$ cat config.mk
export PLATFORM = sky130hd
export DESIGN_NAME = ir_rx_sampler
export DESIGN_NICKNAME = d
export VERILOG_FILES = /design/src/rtl/ir_rx_pkg.sv /design/src/rtl/ir_rx_ctrl.sv /design/src/rtl/ir_rx_datapath.sv /design/src/rtl/ir_rx_sampler.sv
export SDC_FILE = /design/constraint.sdc
export NUM_CORES = 1
export LEC_CHECK = 0
export BUFFER_PORTS_ARGS = -buffer_cell sky130_fd_sc_hd__buf_2
export CAP_MARGIN = 0
export CORE_MARGIN = 4
export CORE_UTILIZATION = 55
export CTS_BUF_LIST = sky130_fd_sc_hd__clkbuf_8 sky130_fd_sc_hd__clkbuf_16
export CTS_CLUSTER_DIAMETER = 50
export DETAILED_ROUTE_END_ITERATION = 7
export GPL_TIMING_DRIVEN = 1
export PLACE_DENSITY = 0.75
export SYNTH_ARGS = -nofsm -noshare
export SYNTH_HDL_FRONTEND = slang
export SYNTH_SLANG_ARGS = --single-unit
$ cat constraint.sdc
create_clock -name clk -period 2.9 [get_ports clk]
set_clock_uncertainty 0.15 [all_clocks]
set_input_delay 0.29 -clock clk [delete_from_list [all_inputs] [get_ports clk]]
set_output_delay 0.29 -clock clk [all_outputs]
set_load 0.05 [all_outputs]
$ cat src/rtl/ir_rx_pkg.sv
package ir_rx_pkg;
  localparam int RUN_W = 7;
  localparam logic [RUN_W-1:0] RUN_FULL = '1;
  localparam logic [RUN_W-1:0] RUN_LAST = RUN_FULL - 1'b1;

  typedef struct packed {
    logic       push;
    logic [7:0] data;
  } rxPushT;
endpackage

$ cat src/rtl/ir_rx_ctrl.sv
module ir_rx_ctrl
  import ir_rx_pkg::*;
#(
  parameter int TICK_CYCLES = 2000,
  parameter int IDLE_BYTES  = 2,
  parameter int SYNC_STAGES = 2
) (
  input  logic   clk,
  input  logic   rstN,
  input  logic   irIn,
  input  logic   invertIn,
  input  logic   rxDisable,
  output rxPushT pushOut,
  output logic   lineIdle
);
  localparam int DIV_W  = (TICK_CYCLES > 1) ? $clog2(TICK_CYCLES) : 1;
  localparam int IDLE_W = $clog2(IDLE_BYTES + 1);
  localparam logic [DIV_W-1:0]  DIV_LAST  = DIV_W'(TICK_CYCLES - 1);
  localparam logic [IDLE_W-1:0] IDLE_GOAL = IDLE_W'(IDLE_BYTES);

  // input synchroniser
  logic [SYNC_STAGES-1:0] syncQ;
  generate
    if (SYNC_STAGES == 1) begin : g_sync1
      always_ff @(posedge clk or negedge rstN)
        if (!rstN) syncQ <= '0;
        else       syncQ <= irIn;
    end else begin : g_syncN
      always_ff @(posedge clk or negedge rstN)
        if (!rstN) syncQ <= '0;
        else       syncQ <= {syncQ[SYNC_STAGES-2:0], irIn};
    end
  endgenerate

  logic samplePulse;
  assign samplePulse = syncQ[SYNC_STAGES-1] ^ invertIn;

  // tick divider
  logic [DIV_W-1:0] divCnt;
  logic tick;
  assign tick = (divCnt == DIV_LAST);

  always_ff @(posedge clk or negedge rstN)
    if (!rstN)                  divCnt <= '0;
    else if (rxDisable || tick) divCnt <= '0;
    else                        divCnt <= divCnt + 1'b1;

  // run tracking
  logic             isSpace, isSpaceNext;
  logic [RUN_W-1:0] runCnt, runCntNext;
  logic             idleQ, idleNext;
  logic [IDLE_W-1:0] fullCnt, fullCntNext;
  rxPushT           pushNext;

  always_comb begin
    isSpaceNext   = isSpace;
    runCntNext    = runCnt;
    idleNext      = idleQ;
    fullCntNext   = fullCnt;
    pushNext.push = 1'b0;
    pushNext.data = {isSpace, runCnt};
    if (rxDisable) begin
      isSpaceNext = 1'b1;
      runCntNext  = '0;
      idleNext    = 1'b1;
      fullCntNext = '0;
    end else if (tick) begin
      if (idleQ) begin
        if (samplePulse) begin
          isSpaceNext = 1'b0;
          runCntNext  = RUN_W'(1);
          idleNext    = 1'b0;
          fullCntNext = '0;
        end
      end else if (samplePulse == isSpace) begin
        // level changed: close the pending run
        pushNext.push = (runCnt != '0);
        isSpaceNext   = !samplePulse;
        runCntNext    = RUN_W'(1);
        fullCntNext   = '0;
      end else if (runCnt == RUN_LAST) begin
        pushNext.push = 1'b1;
        pushNext.data = {isSpace, RUN_FULL};
        runCntNext    = '0;
        if (isSpace) begin
          fullCntNext = fullCnt + 1'b1;
          if (fullCnt + 1'b1 == IDLE_GOAL) idleNext = 1'b1;
        end
      end else begin
        runCntNext = runCnt + 1'b1;
      end
    end
  end

  always_ff @(posedge clk or negedge rstN)
    if (!rstN) begin
      isSpace <= 1'b1;
      runCnt  <= '0;
      idleQ   <= 1'b1;
      fullCnt <= '0;
    end else begin
      isSpace <= isSpaceNext;
      runCnt  <= runCntNext;
      idleQ   <= idleNext;
      fullCnt <= fullCntNext;
    end

  assign pushOut  = pushNext;
  assign lineIdle = idleQ;
endmodule

$ cat src/rtl/ir_rx_datapath.sv
module ir_rx_datapath
  import ir_rx_pkg::*;
#(
  parameter int DEPTH = 16
) (
  input  logic       clk,
  input  logic       rstN,
  input  rxPushT     pushIn,
  input  logic       hostRd,
  input  logic       statusRd,
  input  logic       rxIntEn,
  input  logic       errIntEn,
  output logic [7:0] rxByte,
  output logic [7:0] lineStatus,
  output logic [7:0] irqStatus,
  output logic       irq
);
  localparam int PTR_W = (DEPTH > 1) ? $clog2(DEPTH) : 1;
  localparam int CNT_W = $clog2(DEPTH + 1);
  localparam logic [PTR_W-1:0] PTR_LAST = PTR_W'(DEPTH - 1);
  localparam logic [CNT_W-1:0] CNT_FULL = CNT_W'(DEPTH);

  logic [7:0]       mem [DEPTH];
  logic [PTR_W-1:0] wrPtr, rdPtr;
  logic [CNT_W-1:0] count;
  logic             overrunQ;

  logic empty, full, doPop, doPush, overflowEv;
  assign empty      = (count == '0);
  assign full       = (count == CNT_FULL);
  assign doPop      = hostRd && !empty;
  assign doPush     = pushIn.push && (!full || doPop);
  assign overflowEv = pushIn.push && full && !doPop;

  function automatic logic [PTR_W-1:0] bump(input logic [PTR_W-1:0] p);
    return (p == PTR_LAST) ? '0 : p + 1'b1;
  endfunction

  always_ff @(posedge clk)
    if (doPush) mem[wrPtr] <= pushIn.data;

  always_ff @(posedge clk or negedge rstN)
    if (!rstN) begin
      wrPtr <= '0;
      rdPtr <= '0;
      count <= '0;
    end else begin
      if (doPush) wrPtr <= bump(wrPtr);
      if (doPop)  rdPtr <= bump(rdPtr);
      case ({doPush, doPop})
        2'b10:   count <= count + 1'b1;
        2'b01:   count <= count - 1'b1;
        default: count <= count;
      endcase
    end

  always_ff @(posedge clk or negedge rstN)
    if (!rstN)           overrunQ <= 1'b0;
    else if (overflowEv) overrunQ <= 1'b1;
    else if (statusRd)   overrunQ <= 1'b0;

  assign rxByte     = empty ? 8'h00 : mem[rdPtr];
  assign lineStatus = {6'b0, overrunQ, !empty};
  assign irqStatus  = {5'b0, overrunQ && errIntEn, 1'b0, !empty && rxIntEn};
  assign irq        = |irqStatus;
endmodule

$ cat src/rtl/ir_rx_sampler.sv
module ir_rx_sampler
  import ir_rx_pkg::*;
#(
  parameter int TICK_CYCLES = 2000,
  parameter int IDLE_BYTES  = 2,
  parameter int FIFO_DEPTH  = 16,
  parameter int SYNC_STAGES = 2
) (
  input  logic       clk,
  input  logic       rstN,
  input  logic       irIn,
  input  logic       invertIn,
  input  logic       rxDisable,
  input  logic       rxIntEn,
  input  logic       errIntEn,
  input  logic       hostRd,
  input  logic       statusRd,
  output logic [7:0] rxByte,
  output logic [7:0] lineStatus,
  output logic [7:0] irqStatus,
  output logic       irq,
  output logic       lineIdle
);
  rxPushT rxPush;

  ir_rx_ctrl #(
    .TICK_CYCLES(TICK_CYCLES),
    .IDLE_BYTES (IDLE_BYTES),
    .SYNC_STAGES(SYNC_STAGES)
  ) u_ctrl (
    .clk      (clk),
    .rstN     (rstN),
    .irIn     (irIn),
    .invertIn (invertIn),
    .rxDisable(rxDisable),
    .pushOut  (rxPush),
    .lineIdle (lineIdle)
  );

  ir_rx_datapath #(
    .DEPTH(FIFO_DEPTH)
  ) u_dp (
    .clk       (clk),
    .rstN      (rstN),
    .pushIn    (rxPush),
    .hostRd    (hostRd),
    .statusRd  (statusRd),
    .rxIntEn   (rxIntEn),
    .errIntEn  (errIntEn),
    .rxByte    (rxByte),
    .lineStatus(lineStatus),
    .irqStatus (irqStatus),
    .irq       (irq)
  );
endmodule

---- After elaboration in Yosys (flattened, before gate mapping) ----
Memories as Yosys holds them, arrays and structs flattened.
Cells that the tools add are included.
W data, S select, Z words.
word-level totals
  register bits after elaboration ......... 38
  bits in writable memories ............... 128
  input port bits ......................... 9
  output and inout port bits .............. 26
  word-level logic and storage cells ...... 94
  memories kept ........................... 1
operators by class
  $add $sub $neg .......................... 7
  eq/ne operators ......................... 10
  mux-type cells .......................... 41
  bitwise operators ....................... 1
  reductions and logical operators ........ 24
memories
  name      depth  bits a word  rd ports  clocked after memory_dff  write ports  RTL line              source
  u_dp.mem  16     8            1         0                         1            ir_rx_datapath.sv:23  logic [7:0] mem [DEPTH];
operators with widths
  operator                 count
  $mux W7                  6
  $mux W9                  4
  $mux W1                  18
  $mux W8                  2
  $mux W2                  7
  $add A11 B1 Y11 const B  1
  $eq A11 B11 Y1 const B   1
  $mux W11                 1
  $pmux W5 S2              1
  $add A4 B1 Y4 const B    2
  $eq A4 B4 Y1 const B     2
  $mux W4                  2
  $reduce_bool A4 Y1       2
  $add A7 B1 Y7 const B    1
  $eq A7 B7 Y1 const B     1
  $reduce_bool A7 Y1       1
  $logic_and A1 B1 Y1      6
  $reduce_bool A2 Y1       3
  $add A5 B1 Y5 const B    1
  $eq A5 B5 Y1 const B     1
  $logic_not A5 Y1         1
  $sub A5 B1 Y5 const B    1
  $eq A2 B2 Y1 const B     2
  $logic_not A1 Y1         4
  11 further kinds         12

---- Longest topological paths before layout ----
  word-level depth ........................ 9
  depth in mapped cells ................... 13
  gate-level depth less buffers ........... 13

---- Modules after synthesis ----
From an unflattened synthesis, not the netlist that was laid out.
second synthesis, totals
  cell total of the unflattened synthesis .. 475
  area total of the unflattened synthesis .. 7,403.4 sq um
by module, submodules not included
  module          times used  cells an instance  area each (sq um)  seq. area each (sq um)
  ir_rx_datapath  1           330                6,007.0            4,194.0
  ir_rx_ctrl      1           145                1,396.3            603.1

---- Least setup slack after synthesis ----
Ideal clock, no wire load.
  path kind ............................... reg-to-reg
  start ................................... reg u_ctrl.isSpace
  end ..................................... reg u_dp.count[4]
  arrival ................................. 2.926 ns
  setup slack ............................. -0.314 ns
  cell stages (with the launch flop) ...... 12
  path buffers ............................ 0
  period minus slack after synthesis ...... 3.214 ns
  cell sequence ........................... dfstp_2 > xnor3_1 > o21bai_1 > and3_2 > nor2_1 > inv_1 > fa_1 > nand2b_1 > a21oi_1 > a2111oi_0 > nor4_1 > o211ai_1
between the ends
  longest elaborated chain between the ends .. 8
ends and longest elaborated chain
  item                                               RTL line              source
  start, declared                                    ir_rx_ctrl.sv:49      logic isSpace, isSpaceNext;
  start signal, assigned                             ir_rx_ctrl.sv:102     isSpace <= isSpaceNext;
  $eq A1 B1 Y1 *                                     ir_rx_ctrl.sv:75      end else if (samplePulse == isSpace) begin
  $mux W1 *                                          ir_rx_ctrl.sv:75
  $mux W9 *                                          ir_rx_ctrl.sv:68      if (idleQ) begin
  $mux W9 *                                          ir_rx_ctrl.sv:67      end else if (tick) begin
  $mux W9 *                                          ir_rx_ctrl.sv:62      if (rxDisable) begin
  $logic_and A1 B1 Y1 *                              ir_rx_datapath.sv:32  assign doPush = pushIn.push && (!full || doPop);
  $eq A2 B1 Y1 or $eq A2 B2 Y1 (tied branches)       ir_rx_datapath.sv:50  case ({doPush, doPop})
  $pmux W5 S2 or $reduce_bool A2 Y1 (tied branches)  -
  end signal, assigned                               ir_rx_datapath.sv:51  2'b10: count <= count + 1'b1;
  end signal, assigned                               ir_rx_datapath.sv:52  2'b01: count <= count - 1'b1;
  end signal, assigned                               ir_rx_datapath.sv:53  default: count <= count;
  end, declared                                      ir_rx_datapath.sv:25  logic [CNT_W-1:0] count;
Mark *: on every way between the ends. The rest lies on a longest branch, timed or not.
A chain may end at the register's enable or synchronous reset.

---- Worst setup path in the final report ----
  start ................................... reg u_ctrl.idleQ (netlist: u_ctrl.lineIdle)
  end ..................................... reg u_dp.count[4]
between the ends
  longest elaborated chain between the ends .. 6
ends and longest elaborated chain
  item                                               RTL line              source
  start, declared                                    ir_rx_ctrl.sv:51      logic idleQ, idleNext;
  start signal, assigned                             ir_rx_ctrl.sv:104     idleQ <= idleNext;
  $mux W9 *                                          ir_rx_ctrl.sv:68
  $mux W9 *                                          ir_rx_ctrl.sv:67
  $mux W9 *                                          ir_rx_ctrl.sv:62
  $logic_and A1 B1 Y1 *                              ir_rx_datapath.sv:32
  $eq A2 B1 Y1 or $eq A2 B2 Y1 (tied branches)       ir_rx_datapath.sv:50
  $pmux W5 S2 or $reduce_bool A2 Y1 (tied branches)  -
Marks and branches as above.

==> reports/metrics.csv <==
metric;value;unit
outcome;complete, no violations;
die height;124.5;µm
Initial DRT Pass Iterations;5;
Setup WS post-layout;76.16;ps
Final nets;584;
Core Footprint;13240;µm²
Seq/Total Area, Yosys;0.6426;
clock sink count;166;
cell area after layout;8616;µm²
max cap viols;0;
largest net degree at the start of global routing;39;
WHS Path Cells;3;
Lkg Pwr;3.256;nW
DR DRC count;0;
Mapped Cells;507;
FFs w/ async S/R, synth;0.2289;
EDFF count, synth;128;
Reg2Reg Depth;11;
Top FF cell, synth;edfxtp_1;
gpl congestion;0.8345;
total power draw;0.006907;W
largest stage delay on the critical path;520;ps
fmax;0.3541;GHz
WL per Instance;20.43;µm
top-level port count;35;
Root Buffer;clkbuf_16;
HP Start;rxDisable;
routed wire length;15320;µm
Max-slew headroom;0.4388;
first-pass GRT wire length;24660;µm
CTS clock-pin slew for the worst setup and hold paths;60;ps
Crit. End Element;flip-flop;
RSZ-0062 raised after global routing;yes;
Worst Hold Class;primary input to flip-flop;
Synth Register Bits;166;
Power Density;801.6;nW/µm²
commonest non-fill, non-tap cell in the layout;edfxtp_1;
via density per instance;5.933;
fin crit share;0.9737;
vias in the first global route;4448;
Area growth, synth to finish;15.42;%
Ant. Diodes;0;
CP max FO;5;
RR Endpoint;u_dp.count[4]$_DFFE_PN0P_;
reg2reg start;u_ctrl.lineIdle$_DFFE_PN1N_;
Critical Path Start Type;flip-flop;
worst hold endpoint;u_ctrl.divCnt[2]$_DFF_PN0_;
final cell count without fillers;750;
Final Hold Viols;0;
row count;42;
TritonCTS clock tree;built;
port bufs;22;
pre-CTS setup slack;12.75;ps
share of layout cells above drive strength 1;0.2683;
R2R Setup Slk;80;ps
DP Area;7951;µm²
IR drop worst, VDD;0.0004778;V
grt total ovfl;0;
critical path type;flip-flop to flip-flop;
worst skew pair latency;420;ps
Slowest cell on crit path;or4_4;
Worst EP arrival;2970;ps
Setup Viol. Count Final;0;
Die X;124.5;µm
CTS Buf Count;17;
Slew Viols, Final;0;
Mean Syn Cell Area;14.72;µm²
hpwl dp;10050;µm
placed insts;715;
Vias;4450;
crit path from;u_ctrl.lineIdle$_DFFE_PN1N_;
Longest Clk Path Bufs;2;
worst-path cell chain;or4_4, nor4_4, and3_4, nor2_4, buf_4, ha_1, nor2_1, a21oi_2, and3_1, nor4_1, o211ai_1;
Tmin final;2824;ps
synth warn;0;
post-route ant nets;0;
Tot GR Track Use;0.2070;
initial drt markers;444;
Req. time, crit path;3050;ps
Post-Syn Area;7465;µm²
die area;15500;µm²
postcts setup bufs;0;
Initial Util;0.5637;
setup TNS;0;ps
synth unique cells;64;
H-tree depth;4;
Slew @ Worst Pin;841.8;ps
most frequent cells in the layout;edfxtp_1 (128), buf_4 (36), dfrtp_1 (35);
initial antenna violation count;0;
[timing repair]
| item | CTS | global route |
|---|---|---|
| endpoints found under the setup margin | 0 | 102 |
| hold endpoints to repair | 38 | 0 |
| resized for setup | 0 | 23 |
| hold buffers | 3 | 0 |
[worst max-delay path by stage]
stage                                      endpoint  cells past startpoint
after CTS                                 rxByte[1]                      8
after floorplan           u_dp.count[4]$_DFFE_PN0P_                     10
after global placement    u_dp.count[4]$_DFFE_PN0P_                     12
after global routing      u_dp.count[4]$_DFFE_PN0P_                     13
after detailed placement  u_dp.count[4]$_DFFE_PN0P_                     12
final                     u_dp.count[4]$_DFFE_PN0P_                     11
[cells by family (layout without fill, tap and decap cells)]
| group | Yosys count | after routing | synth area share |
|---|---|---|---|
| flops | 166 | 166 | 0.6426 |
| simple gates | 114 | 114 | 0.09135 |
| compound gates | 84 | 84 | 0.07895 |
| buf+inv | 57 | 113 | 0.03754 |
| mux | 55 | 55 | 0.1039 |
| xor+xnor | 16 | 16 | 0.02062 |
| fa+ha+maj | 14 | 14 | 0.02447 |
| other cells | 1 | 12 | 0.0005024 |
[critical path: cells and delay by family, from the launching register on]
family          cells  cell delay [ps]
compound gates      2              200
simple gates        7             1560
fa+ha+maj           1              290
buf+inv             1              140
flops               1              370
[state kept, by name (all words and copies together) (netlist names)]
signal and flops:
u_dp.wrPtr 4, u_dp.overrunQ 1, u_ctrl.syncQ 2, u_dp.rdPtr 4, u_dp.mem 128, u_ctrl.lineIdle 1, u_ctrl.isSpace 1, u_ctrl.fullCnt 2
u_ctrl.divCnt 11, u_ctrl.runCnt 7, u_dp.count 5
[power breakdown]
part | switching (W) | leakage [nW] | internal [W] | total [W]
Combinational | 0.00126 | 1.29 | 0.000815 | 0.00207
Clock | 0.000935 | 0.270 | 0.00118 | 0.00212
Sequential | 0.000110 | 1.69 | 0.00260 | 0.00271
Total | 0.00230 | 3.26 | 0.00460 | 0.00691
[routing by layer]
| layer | vias up | wire [µm] | track usage | part of all wire |
|---|---|---|---|---|
| met4 | 0 | 303 | 0.07350 | 0.020 |
| met5 | - | 0 | 0 | 0 |
| met2 | 161 | 7849 | 0.3356 | 0.51 |
| li1 | 2027 | - | - | - |
| met3 | 29 | 925 | 0.05575 | 0.060 |
| met1 | 2233 | 6241 | 0.2713 | 0.41 |
[final cells by class]
type | count | area [µm²]
clock buffer | 17 | 425.4
tap | 176 | 220.2
sequential | 166 | 4798
clock inverter | 15 | 130.1
fill | 941 | 4627
multi-input combinational | 295 | 2530
inverter | 18 | 67.56
timing repair buffer | 63 | 444.2
[cell usage after synthesis, types with 5 or more instances]
cell type  number  area (µm²)
o21ai_0        19       95.09
buf_4          13       97.59
nor4_1          7       43.79
ha_1           13       162.7
nor2_1         21       78.83
edfxtp_1      128        3844
mux4_2         16       360.4
and2_1         15       93.84
nor3_1          8       40.04
nand2_1        19       71.32
clkbuf_1       16       60.06
o22ai_1        10       62.56
buf_2           7       35.03
inv_1          18       67.56
o32a_1          8       80.08
and3_1          5       31.28
dfrtp_1        36       900.9
mux2i_1        34       340.3
nand3_1        11       55.05
a21oi_1        16       80.08
xnor2_1        11       96.34
o221ai_1        8       70.07
nand2b_1        6       37.54
[stage by stage]
step	utilization	hold slack, ps
floorplan	-	-155.6
global placement	0.6004	184.1
detailed placement	0.6004	192.6
CTS	0.6447	45.55
global route	0.6506	66.10
finish	0.6506	57.38
Note: power is estimated with default switching activity, not from simulation.
